[src/rtl/glf_pkg.sv]
package glf_pkg;
    typedef enum logic [1:0] {
        ST_PASS  = 2'd0,
        ST_HOLD  = 2'd1,
        ST_COUNT = 2'd2
    } pin_state_e;

    localparam logic ADDR_ENABLE  = 1'b0;
    localparam logic ADDR_CONTROL = 1'b1;
endpackage

[src/rtl/glf_sync.sv]
module glf_sync #(
    parameter int W = 8
) (
    input  logic         clk,
    input  logic         rst_n,
    input  logic [W-1:0] d_in,
    output logic [W-1:0] d_out
);
    logic [W-1:0] meta_q;
    logic [W-1:0] safe_q;

    always_ff @(posedge clk or negedge rst_n) begin
        if (!rst_n) begin
            meta_q <= '0;
            safe_q <= '0;
        end else begin
            meta_q <= d_in;
            safe_q <= meta_q;
        end
    end

    assign d_out = safe_q;
endmodule

[src/rtl/glf_regs.sv]
module glf_regs
    import glf_pkg::*;
#(
    parameter int PINS = 8,
    parameter int FFW  = 5,
    parameter int DW   = 8
) (
    input  logic            clk,
    input  logic            rst_n,
    input  logic            wr_en,
    input  logic            wr_addr,
    input  logic [DW-1:0]   wr_data,
    input  logic            bus_tick,
    input  logic            lp_tick,
    input  logic            stop_mode,
    output logic [PINS-1:0] en_q,
    output logic [FFW-1:0]  ff_q,
    output logic            sel_q,
    output logic            err_q,
    output logic            tick
);
    logic ctl_wr;
    logic ctl_locked;

    assign ctl_wr     = wr_en && (wr_addr == ADDR_CONTROL);
    assign ctl_locked = |en_q;

    always_ff @(posedge clk or negedge rst_n) begin
        if (!rst_n) begin
            en_q  <= '0;
            ff_q  <= '0;
            sel_q <= 1'b0;
            err_q <= 1'b0;
        end else begin
            if (wr_en && (wr_addr == ADDR_ENABLE)) begin
                en_q <= wr_data[PINS-1:0];
            end
            if (ctl_wr) begin
                if (ctl_locked) begin
                    err_q <= 1'b1;
                end else begin
                    ff_q  <= wr_data[FFW-1:0];
                    sel_q <= wr_data[FFW];
                    err_q <= 1'b0;
                end
            end
        end
    end

    always_comb begin
        if (sel_q) begin
            tick = lp_tick;
        end else begin
            tick = bus_tick && !stop_mode;
        end
    end
endmodule

[src/rtl/glf_pin.sv]
module glf_pin
    import glf_pkg::*;
#(
    parameter int FFW = 5
) (
    input  logic           clk,
    input  logic           rst_n,
    input  logic           active,
    input  logic [FFW-1:0] ff,
    input  logic           tick,
    input  logic           sin,
    output logic           fout
);
    localparam int CW = FFW + 1;

    pin_state_e     st_q, st_d;
    logic           out_q, out_d;
    logic [FFW-1:0] cnt_q, cnt_d;
    logic [CW-1:0]  cnt_inc;
    logic           ff_zero;

    assign ff_zero = (ff == '0);
    assign cnt_inc = {1'b0, cnt_q} + CW'(1);

    always_ff @(posedge clk or negedge rst_n) begin
        if (!rst_n) begin
            st_q  <= ST_PASS;
            out_q <= 1'b0;
            cnt_q <= '0;
        end else begin
            st_q  <= st_d;
            out_q <= out_d;
            cnt_q <= cnt_d;
        end
    end

    always_comb begin
        st_d  = st_q;
        out_d = out_q;
        cnt_d = cnt_q;
        unique case (st_q)
            ST_PASS: begin
                out_d = sin;
                cnt_d = '0;
                if (active) begin
                    st_d = ST_HOLD;
                end
            end
            ST_HOLD, ST_COUNT: begin
                if (!active) begin
                    st_d  = ST_PASS;
                    cnt_d = '0;
                    out_d = sin;
                end else if (ff_zero) begin
                    st_d  = ST_HOLD;
                    cnt_d = '0;
                    out_d = sin;
                end else if (sin == out_q) begin
                    st_d  = ST_HOLD;
                    cnt_d = '0;
                end else if (tick) begin
                    if (cnt_inc >= {1'b0, ff}) begin
                        st_d  = ST_HOLD;
                        cnt_d = '0;
                        out_d = sin;
                    end else begin
                        st_d  = ST_COUNT;
                        cnt_d = cnt_inc[FFW-1:0];
                    end
                end
            end
            default: begin
                st_d  = ST_PASS;
                cnt_d = '0;
                out_d = sin;
            end
        endcase
    end

    always_comb begin
        if ((st_q == ST_PASS) || ff_zero) begin
            fout = sin;
        end else begin
            fout = out_q;
        end
    end
endmodule

[src/rtl/glf_bank.sv]
module glf_bank #(
    parameter  int PINS = 8,
    parameter  int FFW  = 5,
    localparam int DW   = (PINS > FFW + 1) ? PINS : FFW + 1
) (
    input  logic            clk,
    input  logic            rst_n,
    input  logic [PINS-1:0] pin_in,
    input  logic [PINS-1:0] dig_mode,
    input  logic            bus_tick,
    input  logic            lp_tick,
    input  logic            stop_mode,
    input  logic            wr_en,
    input  logic            wr_addr,
    input  logic [DW-1:0]   wr_data,
    output logic [PINS-1:0] filt_out,
    output logic            cfg_err
);
    logic [PINS-1:0] sync_vec;
    logic [PINS-1:0] en_vec;
    logic [FFW-1:0]  ff_val;
    logic            sel_val;
    logic            flt_tick;

    glf_sync #(.W(PINS)) u_sync (
        .clk   (clk),
        .rst_n (rst_n),
        .d_in  (pin_in),
        .d_out (sync_vec)
    );

    glf_regs #(.PINS(PINS), .FFW(FFW), .DW(DW)) u_regs (
        .clk       (clk),
        .rst_n     (rst_n),
        .wr_en     (wr_en),
        .wr_addr   (wr_addr),
        .wr_data   (wr_data),
        .bus_tick  (bus_tick),
        .lp_tick   (lp_tick),
        .stop_mode (stop_mode),
        .en_q      (en_vec),
        .ff_q      (ff_val),
        .sel_q     (sel_val),
        .err_q     (cfg_err),
        .tick      (flt_tick)
    );

    for (genvar i = 0; i < PINS; i++) begin : g_pin
        glf_pin #(.FFW(FFW)) u_pin (
            .clk    (clk),
            .rst_n  (rst_n),
            .active (en_vec[i] & dig_mode[i]),
            .ff     (ff_val),
            .tick   (flt_tick),
            .sin    (sync_vec[i]),
            .fout   (filt_out[i])
        );
    end
endmodule

[config.mk]
export PLATFORM = sky130hd
export DESIGN_NAME = glf_bank
export DESIGN_NICKNAME = d
export VERILOG_FILES = /design/src/rtl/glf_pkg.sv /design/src/rtl/glf_sync.sv /design/src/rtl/glf_regs.sv /design/src/rtl/glf_pin.sv /design/src/rtl/glf_bank.sv
export SDC_FILE = /design/constraint.sdc
export NUM_CORES = 1
export LEC_CHECK = 0
export CELL_PAD_IN_SITES_DETAIL_PLACEMENT = 0
export CELL_PAD_IN_SITES_GLOBAL_PLACEMENT = 1
export CORE_MARGIN = 2
export CORE_UTILIZATION = 47
export CTS_CLUSTER_SIZE = 12
export DETAILED_ROUTE_END_ITERATION = 16
export MAX_ROUTING_LAYER = met4
export PLACE_DENSITY_LB_ADDON = 0.1
export SLEW_MARGIN = 20
export SYNTH_ARGS = -nofsm -noshare
export SYNTH_HDL_FRONTEND = slang
export SYNTH_SLANG_ARGS = --single-unit
export TNS_END_PERCENT = 100
[constraint.sdc]
create_clock -name clk -period 2.56 [get_ports clk]
set_input_delay 0.256 -clock clk [delete_from_list [all_inputs] [get_ports clk]]
set_output_delay 0.256 -clock clk [all_outputs]
set_load 0.02 [all_outputs]
==> results of run 1 <==
sequential cells by signal (all words and copies together), names as in the netlist:
name / cells
u_regs.err_q: 1
g_pin.u_pin.out_q: 8
g_pin.u_pin.st_q: 16
u_sync.meta_q: 8
g_pin.u_pin.cnt_q: 40
u_regs.en_q: 8
u_sync.d_out: 8
u_regs.sel_q: 1
u_regs.ff_q: 5
area by class of cell:
class / count / area (um^2)
Timing Repair Buffer: 72 / 664.4
Inverter: 26 / 97.59
Clock inverter: 1 / 5.005
Tap cell: 172 / 215.2
Clock buffer: 13 / 260.3
Multi-Input combinational cell: 511 / 3537
Fill cell: 1193 / 5565
Sequential cell: 95 / 2377
final timing paths:
check	slack, ps	endpoint
worst max-delay path	60	filt_out[1]
worst min-delay path	340	u_sync.meta_q[4]
worst max register to register	200	g_pin[3].u_pin.out_q
worst min register to register	350	u_sync.d_out[5]
max in group asynchronous	1440	g_pin[6].u_pin.cnt_q[3]
min in group asynchronous	420	u_sync.meta_q[6]
power by group through the flow:
| stage | combinational [mW] | sequential, mW | clock [mW] |
|---|---|---|---|
| floorplan | 1.06 | 1.80 | 0 |
| global placement | 1.44 | 1.82 | 0 |
| detailed placement | 1.48 | 1.83 | 0 |
| CTS | 1.47 | 1.80 | 1.31 |
| global route | 1.62 | 1.82 | 1.36 |
| finish | 1.44 | 1.80 | 1.27 |
per-layer routing:
| metal | routed length, um | track usage (%) |
|---|---|---|
| met1 | 7000 | 29.54 |
| met2 | 6799 | 34.65 |
| met4 | 274 | 8.631 |
| met3 | 442 | 3.185 |
| met5 | 0 | - |
cells by family after synthesis:
family | after synthesis | synth area share [%]
AND/OR/NAND/NOR | 264 | 21.39
AO/OA/AOI/OAI | 127 | 14.09
flip-flops | 95 | 38.63
adder cells (fa/ha/maj) | 64 | 13.01
buffers and inverters | 54 | 4.026
XOR/XNOR | 33 | 4.697
multiplexers | 23 | 4.148
synth_stat cells (8+ instances only):
| master | n |
|---|---|
| inv_1 | 26 |
| dfrtp_1 | 95 |
| ha_1 | 64 |
| nor3_1 | 10 |
| nor2b_1 | 8 |
| nand2_1 | 104 |
| a21oi_1 | 31 |
| mux2_2 | 8 |
| buf_4 | 8 |
| mux2_1 | 12 |
| a31oi_1 | 22 |
| nand4_1 | 16 |
| nor2_1 | 32 |
| and3_1 | 10 |
| xor2_1 | 13 |
| o21ai_0 | 20 |
| xnor2_1 | 20 |
| nand4b_1 | 10 |
| a21o_1 | 8 |
| nand3_1 | 44 |
| clkbuf_1 | 12 |
through the flow:
stage                     cells  setup TNS [ps]
after floorplan             660               0
after CTS                   889               0
final                       890               0
after global placement      874               0
after global routing        890          -17.36
after detailed placement    874               0
repair_timing:
action / in CTS / in global routing
cloned: 0 / 0
pin swaps: 0 / 0
hold endpoints to repair: 36 / 0
resized for setup: 19 / 6
setup endpoints to repair: 8 / 7
hold buffers: 1 / 0
buffers inserted: 0 / 1
==> metrics.csv, run 1 <==
stage;metric;value;unit
routing;DR vias;5018;
yosys;Cell variety after synth;63;
critical_path;crit path from;u_regs.ff_q[0];
routing;Routed WL;14520;um
timing;max_slew headroom;64.32;%
min_path;Hold Path Depth;1;
power;part of the power in the clock network;28.2;%
yosys;cell taking the most area after synthesis;dfrtp_1;
placement;number of buffers added on ports;39;
yosys;EDFF count, synth;0;
floorplanning;Die H;118.4;um
cts;Clock Tree Root;clkbuf_16;
routing;DRC Markers;0;
critical_path;Worst path depth;6;
layout;share of layout cells above drive strength 1;10.17;%
timing;min Tclk post-route;2504;ps
timing;final hold violations;0;
placement;post-place setup slack;137.6;ps
routing;Iter 0 DRT Violations;315;
placement;Final Wtd Congestion;0.8414;
layout;utilization after layout;56.25;%
floorplanning;Cell Rows;41;
yosys;Yosys warnings;0;
layout;cell area after layout;0.007157;mm^2
yosys;Top FF cell, synth;dfrtp_1;
critical_path;worst path cell trace;or4_4 > nor2_4 > buf_12 > nor2_1 > mux2_1 > clkdlybuf4s15_2;
yosys;flops & latches, synth;95;
placement;Post-DP Area;0.006890;mm^2
timing;Final WS setup;56.16;ps
power;power per cell area;630.0;mW/mm^2
timing;worst-margin pin slew;535.3;ps
power;Seq pwr share;40.0;%
layout;Final nets;810;
critical_path;WP data required;2300;ps
routing;DR pass1 iterations;4;
min_path;Worst Hold Launch;pin_in[4];
yosys;Synth async-reset ratio;100.0;%
timing;fmax;399.4;MHz
critical_path;CP max FO;10;
power;Pint;2.985;mW
routing;Routed wire per std cell;16.31;um
power;Pleak;3.279;nW
yosys;Net Count, Synth;755;
timing;Worst Clk Skew;7.339;ps
critical_path;Worst EP arrival;2250;ps
timing;max-slew violations;0;
cts;CTS tree;done;
timing;period utilisation layout;97.81;%
critical_path;reg2reg start;g_pin[3].u_pin.cnt_q[1];
cts;CTS Buf Count;9;
critical_path;Worst Setup Start Kind;flip-flop;
global_route;largest net degree at the start of global routing;60;
floorplanning;I/O pins;40;
yosys;Syn Inst Count;660;
routing;Via density;5.638;
critical_path;WP buf/inv;2;
global_route;antenna violations before repair;0;
power;Sw Share;33.79;%
global_route;vias in the first global route;4987;
flow_run;Max Cap Viol;0;
timing;endpoints failing setup;0;
layout;commonest non-fill, non-tap cell in the layout;nand2_1;
power;NetSw;1.523;mW
yosys;Seq/Total Area, Yosys;38.63;%
run_status;outcome;complete, no violations;
yosys;share of the synthesized area in the top cell type;38.63;%
timing;Hold Slack;335.7;ps
cts;CTS Sinks;95;
placement;DP Wirelength;10330;um
layout;area grow syn2layout;16.31;%
critical_path;crit path capture type;output pin;
min_path;class of the worst hold path;in2reg;
layout;antenna diode count;0;
global_route;total gr overflow;0;
critical_path;worst-case reg-to-reg path depth;9;
critical_path;Max stage delay cell, worst path;or4_4;
cts;insertion delay to the later sink of the worst-skew pair;350;ps
critical_path;CP peak stage delay;560;ps
cts;buffer depth of the longest clock path;2;
critical_path;Worst path top cell family by delay;simple AND/OR/NAND/NOR gates;
yosys;Synth area leaders;dfrtp_1, ha_1, nand2_1;
global_route;all-layer global routing usage;22.28;%
layout;commonest cells after routing, fill and taps aside;nand2_1, dfrtp_1, ha_1;
cts;clk slew on worst S/H paths;60;ps
floorplanning;initial core utilization;48.37;%
power;Total Power;4.509;mW
floorplanning;core box area;0.01272;mm^2
power;Gate power share;31.8;%
cts;H-Tree Depth;3;
floorplanning;Die W;118.4;um
global_route;first-pass GRT wire length;24430;um
yosys;Avg Cell Area, Syn;9.323;um^2
yosys;cell area after synthesis;0.006153;mm^2
critical_path;worst setup path category;reg2out;
routing;Post-DRT Antenna Nets;0;
power;worst vdd ir;0.4105;mV
floorplanning;Die ar.;0.01402;mm^2
Power figures use the tool's default switching activity.
==> run 2: changes to the inputs <==
--- a/config.mk
+++ b/config.mk
@@ -5,10 +5,11 @@
 export SDC_FILE = /design/constraint.sdc
 export NUM_CORES = 1
 export LEC_CHECK = 0
+export ABC_AREA = 1
 export CELL_PAD_IN_SITES_DETAIL_PLACEMENT = 0
 export CELL_PAD_IN_SITES_GLOBAL_PLACEMENT = 1
 export CORE_MARGIN = 2
-export CORE_UTILIZATION = 47
+export CORE_UTILIZATION = 45
 export CTS_CLUSTER_SIZE = 12
 export DETAILED_ROUTE_END_ITERATION = 16
 export MAX_ROUTING_LAYER = met4
==> metrics.csv, run 2 <==
stage;metric;value;unit;change
run_status;outcome;complete, no violations;;
global_route;total gr overflow;0;;unchanged
routing;Routed WL;14110;um;-2.8%
floorplanning;initial core utilization;45.59;%;-2.8 points
global_route;vias in the first global route;4818;;-3.4%
placement;DP Wirelength;10480;um;+1.4%
timing;sum of negative setup slack;0;ps;unchanged
critical_path;r2r setup slk;330;ps;+130 ps
layout;share of layout cells above drive strength 1;8.757;%;-1.4 points
yosys;share of the synthesized area in the top cell type;37.86;%;-0.77 points
yosys;Seq/Total Area, Yosys;37.86;%;-0.77 points
placement;Post-DP Area;0.006860;mm^2;-0.44%
timing;fmax;429.7;MHz;+7.6%
cts;clk slew on worst S/H paths;70;ps;about the same
timing;final hold violations;0;;unchanged
floorplanning;core box area;0.01377;mm^2;+8.3%
critical_path;CP peak stage delay;660;ps;+100 ps
cts;insertion delay to the later sink of the worst-skew pair;360;ps;about the same
critical_path;worst path cell trace;nor2_1 > nand3_2 > buf_4 > a31oi_1 > clkdlybuf4s50_1;;
critical_path;Worst EP arrival;2070;ps;-180 ps
power;Seq pwr share;36.6;%;-3.4 points
layout;FF+latch area;0.002377;mm^2;unchanged
routing;Routed wire per std cell;13.77;um;-16%
timing;endpoints failing setup;0;;unchanged
global_route;first-pass GRT wire length;23770;um;-2.7%
timing;min Tclk post-route;2327;ps;-176.8 ps
yosys;Cell variety after synth;35;;-44%
timing;worst-margin pin slew;509.7;ps;-25.54 ps
layout;commonest cells after routing, fill and taps aside;nand2_1, inv_1, dfrtp_1;;
power;worst vdd ir;0.3687;mV;-10%
layout;number of flip-flops in the largest register;40;;unchanged
yosys;Net Count, Synth;890;;+18%
global_route;all-layer global routing usage;21.17;%;-1.1 points
timing;period utilisation layout;90.90;%;-6.9 points
layout;Final nets;935;;+15%
power;part of the power in the clock network;28.1;%;about the same
floorplanning;Die H;122.1;um;+3.1%
power;Total Power;5.092;mW;+13%
timing;Worst Clk Skew;7.726;ps;+0.3870 ps
cts;H-Tree Depth;3;;unchanged
layout;commonest non-fill, non-tap cell in the layout;nand2_1;;
cts;Clock Tree Root;clkbuf_16;;
routing;DRC Markers;0;;unchanged
critical_path;WP data required;2300;ps;about the same
yosys;Syn Inst Count;795;;+20%
flow_run;Max Cap Viol;0;;unchanged
yosys;cell taking the most area after synthesis;dfrtp_1;;
cts;CTS Sinks;95;;unchanged
cts;buffer depth of the longest clock path;2;;unchanged
critical_path;CP max FO;12;;+2
floorplanning;Die W;122.1;um;+3.1%
placement;number of buffers added on ports;39;;unchanged
yosys;Post-synth top cells;nand2_1, inv_1, dfrtp_1, ha_1, nand3_1;;
yosys;cell area after synthesis;0.006279;mm^2;+2.0%
critical_path;crit path capture type;output pin;;
cts;CTS tree;done;;
cts;CTS Buf Count;9;;unchanged
critical_path;worst setup path category;reg2out;;
yosys;Synth async-reset ratio;100.0;%;unchanged
yosys;EDFF count, synth;0;;unchanged
routing;Via density;4.921;;-13%
timing;RSZ-0062 raised after global routing;no;;
routing;Iter 0 DRT Violations;293;;-7.0%
yosys;flops & latches, synth;95;;unchanged
yosys;Avg Cell Area, Syn;7.898;um^2;-15%
routing;DR vias;5044;;+0.52%
floorplanning;Die ar.;0.01491;mm^2;+6.3%
layout;Multi-input gate area;0.003352;mm^2;-5.2%
yosys;most frequent cell after synthesis;nand2_1;;
timing;max-slew violations;0;;unchanged
layout;top flop regs;g_pin.u_pin.cnt_q x40, g_pin.u_pin.st_q x16;;
placement;Final Wtd Congestion;0.8499;;+1.0%
power;NetSw;1.874;mW;+23%
power;power per cell area;709.0;mW/mm^2;+13%
critical_path;Max stage delay cell, worst path;clkdlybuf4s50_1;;
floorplanning;I/O pins;40;;unchanged
routing;Post-DRT Antenna Nets;0;;unchanged
power;Sw Share;36.80;%;+3.0 points
yosys;Top FF cell, synth;dfrtp_1;;
power;Pint;3.218;mW;+7.8%
layout;area grow syn2layout;14.39;%;
critical_path;Worst Setup Start Kind;flip-flop;;
layout;Top reg by flops;g_pin.u_pin.cnt_q;;
global_route;antenna violations before repair;0;;unchanged
yosys;Yosys warnings;0;;unchanged
yosys;Synth area leaders;dfrtp_1, nand2_1, ha_1;;
layout;Layout fillers;1353;;+13%
power;Gate power share;35.3;%;+3.5 points
layout;cell area after layout;0.007182;mm^2;+0.35%
min_path;class of the worst hold path;in2reg;;
timing;max_slew headroom;66.02;%;+1.7 points
routing;DR pass1 iterations;5;;+1
layout;antenna diode count;0;;unchanged
floorplanning;Cell Rows;43;;+4.9%
power;Pleak;3.737;nW;+14%
layout;utilization after layout;52.14;%;-4.1 points
global_route;largest net degree at the start of global routing;45;;-25%
## run 2: area by class of cell
class | instances | area share [%]
Multi-Input combinational cell | 567 | 46.67
Sequential cell | 95 | 33.10
Timing Repair Buffer | 47 | 6.446
Inverter | 120 | 6.307
Clock buffer | 14 | 3.815
Tap cell | 180 | 3.136
Clock inverter | 2 | 0.5226
## run 2: cells by family after synthesis
| logic type | after synthesis | share of synthesized area [%] |
|---|---|---|
| buf+inv | 133 | 8.749 |
| simple gates | 382 | 27.40 |
| compound gates | 80 | 6.915 |
| mux | 9 | 1.614 |
| xor+xnor | 32 | 4.703 |
| flops | 95 | 37.86 |
| fa+ha+maj | 64 | 12.75 |
## run 2: routing by layer
layer | global-route usage [%] | wire, um
met1 | 28.64 | 6991
met2 | 33.62 | 6573
met3 | 2.434 | 352
met4 | 6.250 | 196
met5 | - | 0
## run 2: repair_timing
| action | in CTS | in global routing |
|---|---|---|
| resized for setup | 0 | 0 |
| hold buffers | 1 | 0 |
| hold endpoints to repair | 33 | 0 |
| setup buffers | 0 | 0 |
## run 2: per-stage QoR
stage,instances,worst slack (ps),hold WS [ps]
6_report,1025,232.9,337.3
5_1_grt,1025,143.5,336.7
4_1_cts,1025,213.8,330.4
3_5_place_dp,1008,357.1,261.9
3_3_place_gp,1008,401.9,257.2
2_1_floorplan,795,723.1,-39.59
## run 2: worst paths after layout
check | cells after the start | to | from
max in group asynchronous | 3 | g_pin[2].u_pin.cnt_q[4] | rst_n
worst min-delay path | 1 | u_sync.meta_q[7] | pin_in[7]
worst min register to register | 0 | u_sync.d_out[1] | u_sync.meta_q[1]
worst max-delay path | 5 | filt_out[7] | u_regs.ff_q[1]
min in group asynchronous | 2 | g_pin[7].u_pin.st_q[0] | rst_n
worst max register to register | 8 | g_pin[0].u_pin.cnt_q[2] | g_pin[0].u_pin.cnt_q[0]
## run 2: worst max-delay path, delay by kind of cell, from the launching register on
family / cells / cell delay [ps]
flops: 1 / 380
compound gates: 1 / 240
simple gates: 2 / 230
buf+inv: 2 / 870
## run 2: power groups by stage
stage,sequential [mW],clock [mW],combinational [mW]
2_1_floorplan,1.85,0,1.37
3_3_place_gp,1.88,0,1.77
3_5_place_dp,1.89,0,1.82
4_1_cts,1.87,1.46,1.83
5_1_grt,1.89,1.53,2.08
6_report,1.87,1.43,1.80
==> run 3: changes to the inputs <==
--- a/config.mk
+++ b/config.mk
@@ -6,9 +6,9 @@
 export NUM_CORES = 1
 export LEC_CHECK = 0
 export ABC_AREA = 1
+export ABC_CLOCK_PERIOD_IN_PS = 2560
 export CELL_PAD_IN_SITES_DETAIL_PLACEMENT = 0
 export CELL_PAD_IN_SITES_GLOBAL_PLACEMENT = 1
-export CORE_MARGIN = 2
 export CORE_UTILIZATION = 45
 export CTS_CLUSTER_SIZE = 12
 export DETAILED_ROUTE_END_ITERATION = 16
==> metrics.csv, run 3 (same netlist as run 2, synthesis figures left out) <==
stage;metric;value;unit;change
run_status;outcome;complete, no violations;;
critical_path;worst-case reg-to-reg path depth;8;;unchanged
global_route;global routing usage on met2;36.96;%;+3.3 points
timing;endpoints failing setup;0;;unchanged
placement;post-place setup slack;343.8;ps;-13.29 ps
critical_path;CP peak stage delay;620;ps;-40 ps
routing;Routed wire per std cell;13.67;um;-0.73%
global_route;grt met3 use;4.563;%;+2.1 points
timing;Worst Clk Skew;8.855;ps;+1.130 ps
floorplanning;core box area;0.01340;mm^2;-2.7%
floorplanning;Die ar.;0.01443;mm^2;-3.2%
critical_path;Max stage delay cell, worst path;clkdlybuf4s50_1;;
floorplanning;Die W;120.1;um;-1.6%
routing;DR pass1 iterations;6;;+1
cts;insertion delay to the later sink of the worst-skew pair;350;ps;about the same
critical_path;Worst Setup Start Kind;flip-flop;;
layout;Final nets;934;;-0.11%
global_route;first-pass GRT wire length;23810;um;+0.15%
global_route;all-layer global routing usage;21.85;%;+0.68 points
global_route;antenna violations before repair;0;;unchanged
global_route;GRT Max-Usage Layer;met2;;
timing;RSZ-0062 raised after global routing;no;;
placement;number of buffers added on ports;39;;unchanged
layout;fin cells;1020;;-0.49%
layout;number of flip-flops in the largest register;40;;unchanged
layout;top flop regs;g_pin.u_pin.cnt_q x40, g_pin.u_pin.st_q x16;;
critical_path;Worst EP arrival;2140;ps;+70 ps
timing;Final WS setup;160.6;ps;-72.33 ps
critical_path;crit path capture type;output pin;;
critical_path;RR Endpoint;g_pin[0].u_pin.cnt_q[1];;
cts;H-Tree Depth;3;;unchanged
critical_path;reg2reg start;g_pin[0].u_pin.cnt_q[0];;
timing;sum of negative setup slack;0;ps;unchanged
timing;min Tclk post-route;2399;ps;+72.33 ps
placement;Final Wtd Congestion;0.8366;;-1.6%
timing;fmax;416.8;MHz;-3.0%
routing;Routed WL;13940;um;-1.2%
routing;Post-DRT Antenna Nets;0;;unchanged
layout;commonest non-fill, non-tap cell in the layout;nand2_1;;
placement;placed cell count;1003;;-0.50%
cts;CTS Sinks;95;;unchanged
cts;CTS resizes;0;;unchanged
timing;period utilisation layout;93.73;%;+2.8 points
critical_path;worst setup path category;reg2out;;
global_route;met1 Use GR;26.24;%;-2.4 points
global_route;largest net degree at the start of global routing;48;;+6.7%
timing;final hold violations;0;;unchanged
routing;Via density;4.918;;about the same
floorplanning;Cell Rows;42;;-2.3%
floorplanning;initial core utilization;46.85;%;+1.3 points
power;worst vdd ir;0.3908;mV;+6.0%
layout;share of layout cells above drive strength 1;8.886;%;+0.13 points
cts;CTS tree;done;;
cts;clk slew on worst S/H paths;70;ps;about the same
floorplanning;Die H;120.1;um;-1.6%
min_path;Worst Hold Launch;pin_in[6];;
power;Pleak;3.735;nW;about the same
cts;CTS Buf Count;9;;unchanged
layout;antenna diode count;0;;unchanged
layout;Top reg by flops;g_pin.u_pin.cnt_q;;
critical_path;r2r setup slk;330;ps;about the same
timing;max-slew violations;0;;unchanged
routing;DRC Markers;0;;unchanged
flow_run;Max Cap Viol;0;;unchanged
critical_path;CP max FO;22;;+10
timing;worst-margin pin slew;665.0;ps;+155.3 ps
global_route;total gr overflow;0;;unchanged
timing;Hold Slack;338.5;ps;+1.275 ps
routing;DR vias;5016;;-0.56%
cts;buffer depth of the longest clock path;2;;unchanged
min_path;Worst Hold End;u_sync.meta_q[6];;
power;power per cell area;704.6;mW/mm^2;-0.63%
floorplanning;I/O pins;40;;unchanged
critical_path;WP data required;2300;ps;about the same
timing;max_slew headroom;55.67;%;-10 points
routing;Iter 0 DRT Violations;277;;-5.5%
layout;commonest cells after routing, fill and taps aside;nand2_1, inv_1, dfrtp_1;;
layout;area grow syn2layout;14.31;%;about the same
placement;DP Wirelength;10160;um;-3.0%
critical_path;worst path cell trace;nor2_1 > nand3_2 > buf_12 > a31oi_1 > clkdlybuf4s50_1;;
min_path;Hold Path Depth;1;;unchanged
cts;Clock Tree Root;clkbuf_16;;
global_route;vias in the first global route;4994;;+3.7%
min_path;class of the worst hold path;in2reg;;
-- run 3: repair_timing --
action / 4_1_cts / 5_1_grt
hold buffers: 1 / 0
hold endpoints to repair: 45 / 0
setup buffers: 0 / 0
-- run 3: final cells by class --
type / instances / area (um^2)
clock buffers: 10 / 239.0
clock inverters: 6 / 67.56
fillers: 1255 / 6223
inverters: 120 / 452.9
multi-input cells: 567 / 3352
flip-flops and latches: 95 / 2377
well taps: 176 / 220.2
repair buffers: 46 / 467.9
-- run 3: worst max path at each step --
stage                     depth (start not counted)                     from                       to
after floorplan                                   8  g_pin[0].u_pin.cnt_q[0]  g_pin[0].u_pin.cnt_q[1]
after global placement                            8  g_pin[0].u_pin.cnt_q[0]  g_pin[0].u_pin.cnt_q[2]
after detailed placement                          8  g_pin[0].u_pin.cnt_q[0]  g_pin[0].u_pin.cnt_q[1]
after CTS                                         5           u_regs.ff_q[3]              filt_out[4]
after global routing                              5           u_regs.ff_q[3]              filt_out[2]
final                                             5           u_regs.ff_q[3]              filt_out[4]
-- run 3: where the power goes --
group / internal, mW / switching, mW / total [mW]
combinational: 0.686 / 1.11 / 1.80
clock: 0.788 / 0.612 / 1.40
sequential: 1.69 / 0.162 / 1.86
total: 3.17 / 1.89 / 5.06
-- run 3: per-stage QoR --
step           area (um^2)  utilization (%)  power (mW)
6_report              7177            53.56       5.057
5_1_grt               7177            53.56       5.490
4_1_cts               7177            53.56       5.139
3_5_place_dp          6860            51.20       3.701
3_3_place_gp          6860            51.20       3.638
2_1_floorplan         6279                -       3.218
-- run 3: per-layer routing --
layer | vias to the layer above | share of wire (%)
li1 | 2624 | -
met1 | 2315 | 47
met2 | 65 | 48
met3 | 12 | 3.1
met4 | 0 | 1.5
met5 | - | 0
-- run 3: worst max-delay path, delay by kind of cell, from the launching register on --
family / cells / cell delay [ps]
DFF: 1 / 370
buffers and inverters: 2 / 850
AOI/OAI and AO/OA: 1 / 190
and+or+nand+nor: 2 / 350
